--- src/rtl/blink_word_pkg.sv ---
package blink_word_pkg;

  typedef struct packed {
    logic refreshTick;
    logic brightPhase;
  } ctrl_strobes_t;

  typedef enum logic [1:0] {
    LET_R = 2'b00,
    LET_A = 2'b01,
    LET_D = 2'b10,
    LET_I = 2'b11
  } letter_e;

  // lit-segment map, bit 0 = a ... bit 6 = g
  function automatic logic [6:0] letterGlyph(input letter_e which);
    logic [6:0] glyph;
    case (which)
      LET_R:   glyph = 7'b101_0000;
      LET_A:   glyph = 7'b101_1111;
      LET_D:   glyph = 7'b101_1110;
      default: glyph = 7'b000_0100;
    endcase
    return glyph;
  endfunction

endpackage

--- src/rtl/blink_ctrl.sv ---
module blink_ctrl
  import blink_word_pkg::*;
#(
  parameter int PRESCALE_W = 25,
  parameter int REFRESH_W  = 16
) (
  input  logic          clk,
  input  logic          rst,
  output ctrl_strobes_t strobes
);

  localparam logic [REFRESH_W-1:0] LOW_FULL = '1;

  logic [PRESCALE_W-1:0] prescale;

  always_ff @(posedge clk) begin
    if (rst) prescale <= '0;
    else     prescale <= prescale + 1'b1;
  end

  always_comb begin
    strobes.brightPhase = prescale[PRESCALE_W-1];
    strobes.refreshTick = (prescale[REFRESH_W-1:0] == LOW_FULL);
  end

  initial begin
    tap_below_msb_chk: assert (REFRESH_W < PRESCALE_W && REFRESH_W > 0);
  end


  phase_edge_on_tick_chk: assert property (@(posedge clk) disable iff (rst)
    (strobes.brightPhase != $past(strobes.brightPhase)) |-> $past(strobes.refreshTick));


  dark_after_reset_chk: assert property (@(posedge clk)
    $fell(rst) |-> !strobes.brightPhase);

endmodule

--- src/rtl/blink_datapath.sv ---
module blink_datapath
  import blink_word_pkg::*;
#(
  parameter bit ENABLE_ON_HIGH = 1'b1,
  parameter bit SEG_ON_LOW     = 1'b1
) (
  input  logic          clk,
  input  logic          rst,
  input  ctrl_strobes_t strobes,
  output logic [3:0]    digitEn,
  output logic [6:0]    segOut
);

  localparam int DIGITS = 4;

  letter_e     stateQ;
  logic [3:0]  rawEn;
  logic [6:0]  litSegs;

  always_ff @(posedge clk) begin
    if (rst)                      stateQ <= LET_R;
    else if (strobes.refreshTick) stateQ <= letter_e'(stateQ + 2'd1);
  end

  // each enable: decoded state AND blink phase
  for (genvar d = 0; d < DIGITS; d++) begin : g_digit
    localparam logic [1:0] SEL = 2'(DIGITS - 1 - d);
    assign rawEn[d] = (stateQ == SEL) && strobes.brightPhase;
  end

  assign litSegs = letterGlyph(stateQ);

  generate
    if (ENABLE_ON_HIGH) begin : g_en_hi
      assign digitEn = rawEn;
    end else begin : g_en_lo
      assign digitEn = ~rawEn;
    end
    if (SEG_ON_LOW) begin : g_seg_lo
      assign segOut = ~litSegs;
    end else begin : g_seg_hi
      assign segOut = litSegs;
    end
  endgenerate


  dark_blank_chk: assert property (@(posedge clk) disable iff (rst)
    !strobes.brightPhase |-> (rawEn == 4'b0000));


  single_digit_chk: assert property (@(posedge clk) disable iff (rst)
    strobes.brightPhase |-> ($countones(rawEn) == 1));


  hold_state_chk: assert property (@(posedge clk) disable iff (rst)
    !strobes.refreshTick |=> $stable(stateQ));


  step_state_chk: assert property (@(posedge clk) disable iff (rst)
    strobes.refreshTick |=> (stateQ == letter_e'($past(stateQ) + 2'd1)));

endmodule

--- src/rtl/blink_word_display.sv ---
module blink_word_display
  import blink_word_pkg::*;
#(
  parameter int PRESCALE_W     = 25,
  parameter int REFRESH_W      = 16,
  parameter bit ENABLE_ON_HIGH = 1'b1,
  parameter bit SEG_ON_LOW     = 1'b1
) (
  input  logic       clk,
  input  logic       rst,
  output logic [3:0] digitEn,
  output logic [6:0] segOut
);

  ctrl_strobes_t strobes;

  blink_ctrl #(
    .PRESCALE_W(PRESCALE_W),
    .REFRESH_W (REFRESH_W)
  ) u_ctrl (
    .clk    (clk),
    .rst    (rst),
    .strobes(strobes)
  );

  blink_datapath #(
    .ENABLE_ON_HIGH(ENABLE_ON_HIGH),
    .SEG_ON_LOW    (SEG_ON_LOW)
  ) u_dp (
    .clk    (clk),
    .rst    (rst),
    .strobes(strobes),
    .digitEn(digitEn),
    .segOut (segOut)
  );

endmodule

--- config.mk ---
export PLATFORM = sky130hd
export DESIGN_NAME = blink_word_display
export DESIGN_NICKNAME = d
export VERILOG_FILES = /design/src/rtl/blink_word_pkg.sv /design/src/rtl/blink_ctrl.sv /design/src/rtl/blink_datapath.sv /design/src/rtl/blink_word_display.sv
export SDC_FILE = /design/constraint.sdc
export NUM_CORES = 1
export LEC_CHECK = 0
export BUFFER_PORTS_ARGS = -buffer_cell sky130_fd_sc_hd__buf_4
export CAP_MARGIN = 10
export CORE_MARGIN = 2
export CORE_UTILIZATION = 40
export DETAILED_ROUTE_END_ITERATION = 6
export PLACE_DENSITY = 0.57
export SLEW_MARGIN = 20
export SYNTH_ARGS = -nofsm -noshare
export SYNTH_HDL_FRONTEND = slang
export SYNTH_SLANG_ARGS = --single-unit
--- constraint.sdc ---
create_clock -name clk -period 3.35 [get_ports clk]
set_input_delay 0.5025 -clock clk [delete_from_list [all_inputs] [get_ports clk]]
set_output_delay 0.5025 -clock clk [all_outputs]
set_load 0.01 [all_outputs]
==> results.tsv <==
stage	metric	value	unit
clock_network	cts_root_buf	clkbuf_4	
floorplan	rows	21	
finish	final_layout_size_suffix_gt1_frac	0.1180	
worst_setup_path	path_buf_inv	0	
worst_setup_path	path_delay_family	simple AND/OR/NAND/NOR gates	
floorplan	die-area	0.003866	sq mm
route	ant_nets	0	
timing	setup-tns-final	0	ps
finish	ff_latch_area	540.5	sq um
synthesis	synth-edff-count	0	
grt	grt_start_max_net_pins	32	
power	p_int	0.3751	mW
worst_setup_path	rrSetupSlack	1460	ps
power	seqPwrFrac	0.685	
timing	clock_skew	4.692	ps
floorplan	initial_core_util	0.4122	
synthesis	yosysMostFrequentCell	dfxtp_1	
clock_network	cts_resized	0	
route	drtIter0Drc	18	
job	drv_cap	0	
floorplan	die_width	62.18	um
synthesis	syn_area_per_cell	8.678	sq um
worst_setup_path	path_max_fanout	17	
clock_network	cts_max_level	1	
worst_setup_path	critPathMaxStageDelay	580	ps
power	power.share.clock	0.289	
hold_path	hold_start	u_ctrl.prescale[0]$_SDFF_PP0_	
synthesis	ys_ff_latch	27	
synthesis	synth_top_area_frac	0.3993	
power	cellLeakagePower	0.4802	nW
timing	fin_crit	1888	ps
finish	antenna-diode-count	0	
synthesis	synth_cell_types	31	
route	drtPass1Iterations	4	
grt	overflow	0	
synthesis	synth_cells	156	
power	switching_power	0.1023	mW
finish	fill_cells	348	
route	routed_wl	2235	um
worst_setup_path	r2r-end	u_ctrl.prescale[23]$_SDFF_PP0_	
worst_setup_path	r2r_start	u_ctrl.prescale[8]$_SDFF_PP0_	
synthesis	syn_area	0.001354	sq mm
clock_network	cts_made_buffers	3	
synthesis	seq_area_frac_synth	0.3993	
hold_path	hold-path-endpoint	u_ctrl.prescale[0]$_SDFF_PP0_	
timing	tightestPinTransition	566.7	ps
clock_network	hold_buffers	0	
route	via_per_inst	5.077	
synthesis	synthArstFlopShare	0	
worst_setup_path	worstSetupPathDepth	4	
power	p_per_area	326.4	mW/mm^2
clock_network	cts_tree	built	
placed_design	dpl_worst_slack	1481	ps
clock_network	post-cts-setup-buffers	0	
power	p_comb_frac	0.025	
worst_setup_path	criticalPathCategory	register to register	
worst_setup_path	crit_chain	nand3_2, or3_1, or4_1, a21oi_1	
timing	timing.fmax	529.8	MHz
placed_design	port-buffer-count	11	
power	power_switching_share	0.2143	
timing	setup_viol	0	
timing	setup_ws	1462	ps
synthesis	synth_ff_type	dfxtp_1	
floorplan	io_pins	13	
worst_setup_path	cp.required	3610	ps
grt	grt_usage	0.1241	
synthesis	yosysWarningCount	0	
worst_setup_path	crit_slowest_cell	or3_1	
synthesis	ys_top_cells_by_count	dfxtp_1 (27), nor2_1 (19), xnor2_1 (11)	
timing	max_slew_margin	0.6187	
clock_network	cts_num_sinks	27	
synthesis	yosysTopAreaCell	dfxtp_1	
placed_design	place_congestion	0.6895	
grt	antenna_found_initial	0	
timing	final_max_slew_viol_count	0	
floorplan	fp.dieH	62.18	um
route	vias	1051	
route	avgRoutedWirePerCell	10.80	um
hold_path	hold_depth	1	
worst_setup_path	arrival	2150	ps
route	route.detailed.drc	0	
placed_design	dp_hpwl	1589	um
finish	multiInputGateArea	729.5	sq um
finish	layout.nets	171	
finish	syn2layout_area_growth	8.040	%
synthesis	ys_top_cells_by_area	dfxtp_1 (40%), xnor2_1 (7.1%), ha_1 (6.5%)	
clock_network	clk_latency	320	ps
power	ir_drop	0.0003187	V
hold_path	min_path_type	register to register	
synthesis	synth_nets	165	
timing	finalHoldViolCount	0	
grt	grt_pass1_vias	949	
clock_network	path_clk_slew	140	ps
clock_network	cts_buffer_depth	2	
timing	rsz0062_at_grt	false	
worst_setup_path	endpoint_kind	register	
grt	grt_pass1_wl	4029	um
timing	fin_crit_sh	0.5635	
status	status	completed	
floorplan	core	0.003284	sq mm
worst_setup_path	start_kind	register	
worst_setup_path	reg2reg_depth	4	
-- logic make-up (layout without fill, tap and decap cells) --
kind of cell             after synthesis  after routing  synth area share
flip-flops                            27             27            0.3993
other                                  1              1          0.002770
AND/OR/NAND/NOR                       70             70            0.2819
buffers and inverters                 17             22           0.06192
AO/OA/AOI/OAI                         18             18           0.07948
multiplexers                           4              4           0.03235
adder cells (fa/ha/maj)                7              7           0.06469
XOR/XNOR                              12             12           0.07763
-- per-layer routing --
| metal | up-vias | part of all wire | global-route usage |
|---|---|---|---|
| met5 | - | 0 | 0 |
| met4 | 0 | 0.0081 | 0.01667 |
| met3 | 2 | 0.029 | 0.03986 |
| met2 | 10 | 0.47 | 0.2092 |
| met1 | 491 | 0.49 | 0.1599 |
| li1 | 548 | - | - |
-- worst max-delay path by stage --
stage,start,end,slack [ps]
after floorplan,u_ctrl.prescale[0]$_SDFF_PP0_,u_ctrl.prescale[24]$_SDFF_PP0_,1600
after global placement,u_ctrl.prescale[9]$_SDFF_PP0_,u_ctrl.prescale[24]$_SDFF_PP0_,1520
after detailed placement,u_ctrl.prescale[8]$_SDFF_PP0_,u_ctrl.prescale[23]$_SDFF_PP0_,1480
after CTS,u_dp.stateQ[0]$_SDFFE_PP0N_,segOut[1],1440
after global routing,u_ctrl.prescale[0]$_SDFF_PP0_,u_ctrl.prescale[22]$_SDFF_PP0_,1320
final,u_ctrl.prescale[8]$_SDFF_PP0_,u_ctrl.prescale[23]$_SDFF_PP0_,1460
-- worst register-to-register path: cells and delay by family (launching register included) --
family	cells	cell delay, ps
simple gates	3	1290
flops	1	400
compound gates	1	140
-- stage by stage --
stage / hold slack (ps) / power, mW / utilization / area (sq um) / cells
final: 477.6 / 0.4775 / 0.4453 / 1463 / 207
after global placement: 441.2 / 0.3461 / 0.4373 / 1436 / 203
after global routing: 503.7 / 0.4981 / 0.4453 / 1463 / 207
after detailed placement: 448.7 / 0.3466 / 0.4373 / 1436 / 203
after CTS: 481.2 / 0.4854 / 0.4453 / 1463 / 207
after floorplan: 429.5 / 0.3444 / - / 1354 / 156
-- registers in the layout, summed over array words and instances, names as in the netlist --
signal and cells:
u_ctrl.prescale 25, u_dp.stateQ 2
-- power groups by stage --
stage          logic (mW)  registers, mW  clock network (mW)
6_report           0.0122          0.327               0.138
5_1_grt            0.0148          0.328               0.155
4_1_cts            0.0124          0.327               0.146
3_5_place_dp       0.0125          0.334                   0
3_3_place_gp       0.0122          0.334                   0
2_1_floorplan      0.0107          0.334                   0
-- cell usage in the layout, fill, tap and decap left out, types with 2 or more instances in the layout --
cell type,instances
and3_1,2
or4_1,7
nand2b_1,2
o21ai_0,2
inv_1,7
or3_1,3
nor2b_1,3
nor2_1,19
nor4_1,4
nand3_1,9
nand2_1,5
mux2_2,3
dfxtp_1,27
xnor2_1,11
nor3_1,3
clkbuf_4,3
a21oi_1,9
or2_1,2
o31ai_1,7
nand4_1,4
nand3_2,2
buf_4,11
and2_1,4
ha_1,7
-- final cells by class --
cell class                      instances  area share
Sequential cell                        27      0.3695
Tap cell                               46     0.03935
Timing Repair Buffer                   11     0.05646
Multi-Input combinational cell        112      0.4987
Inverter                                7     0.01796
Clock buffer                            4     0.01796
Power figures use the tool's default switching activity.
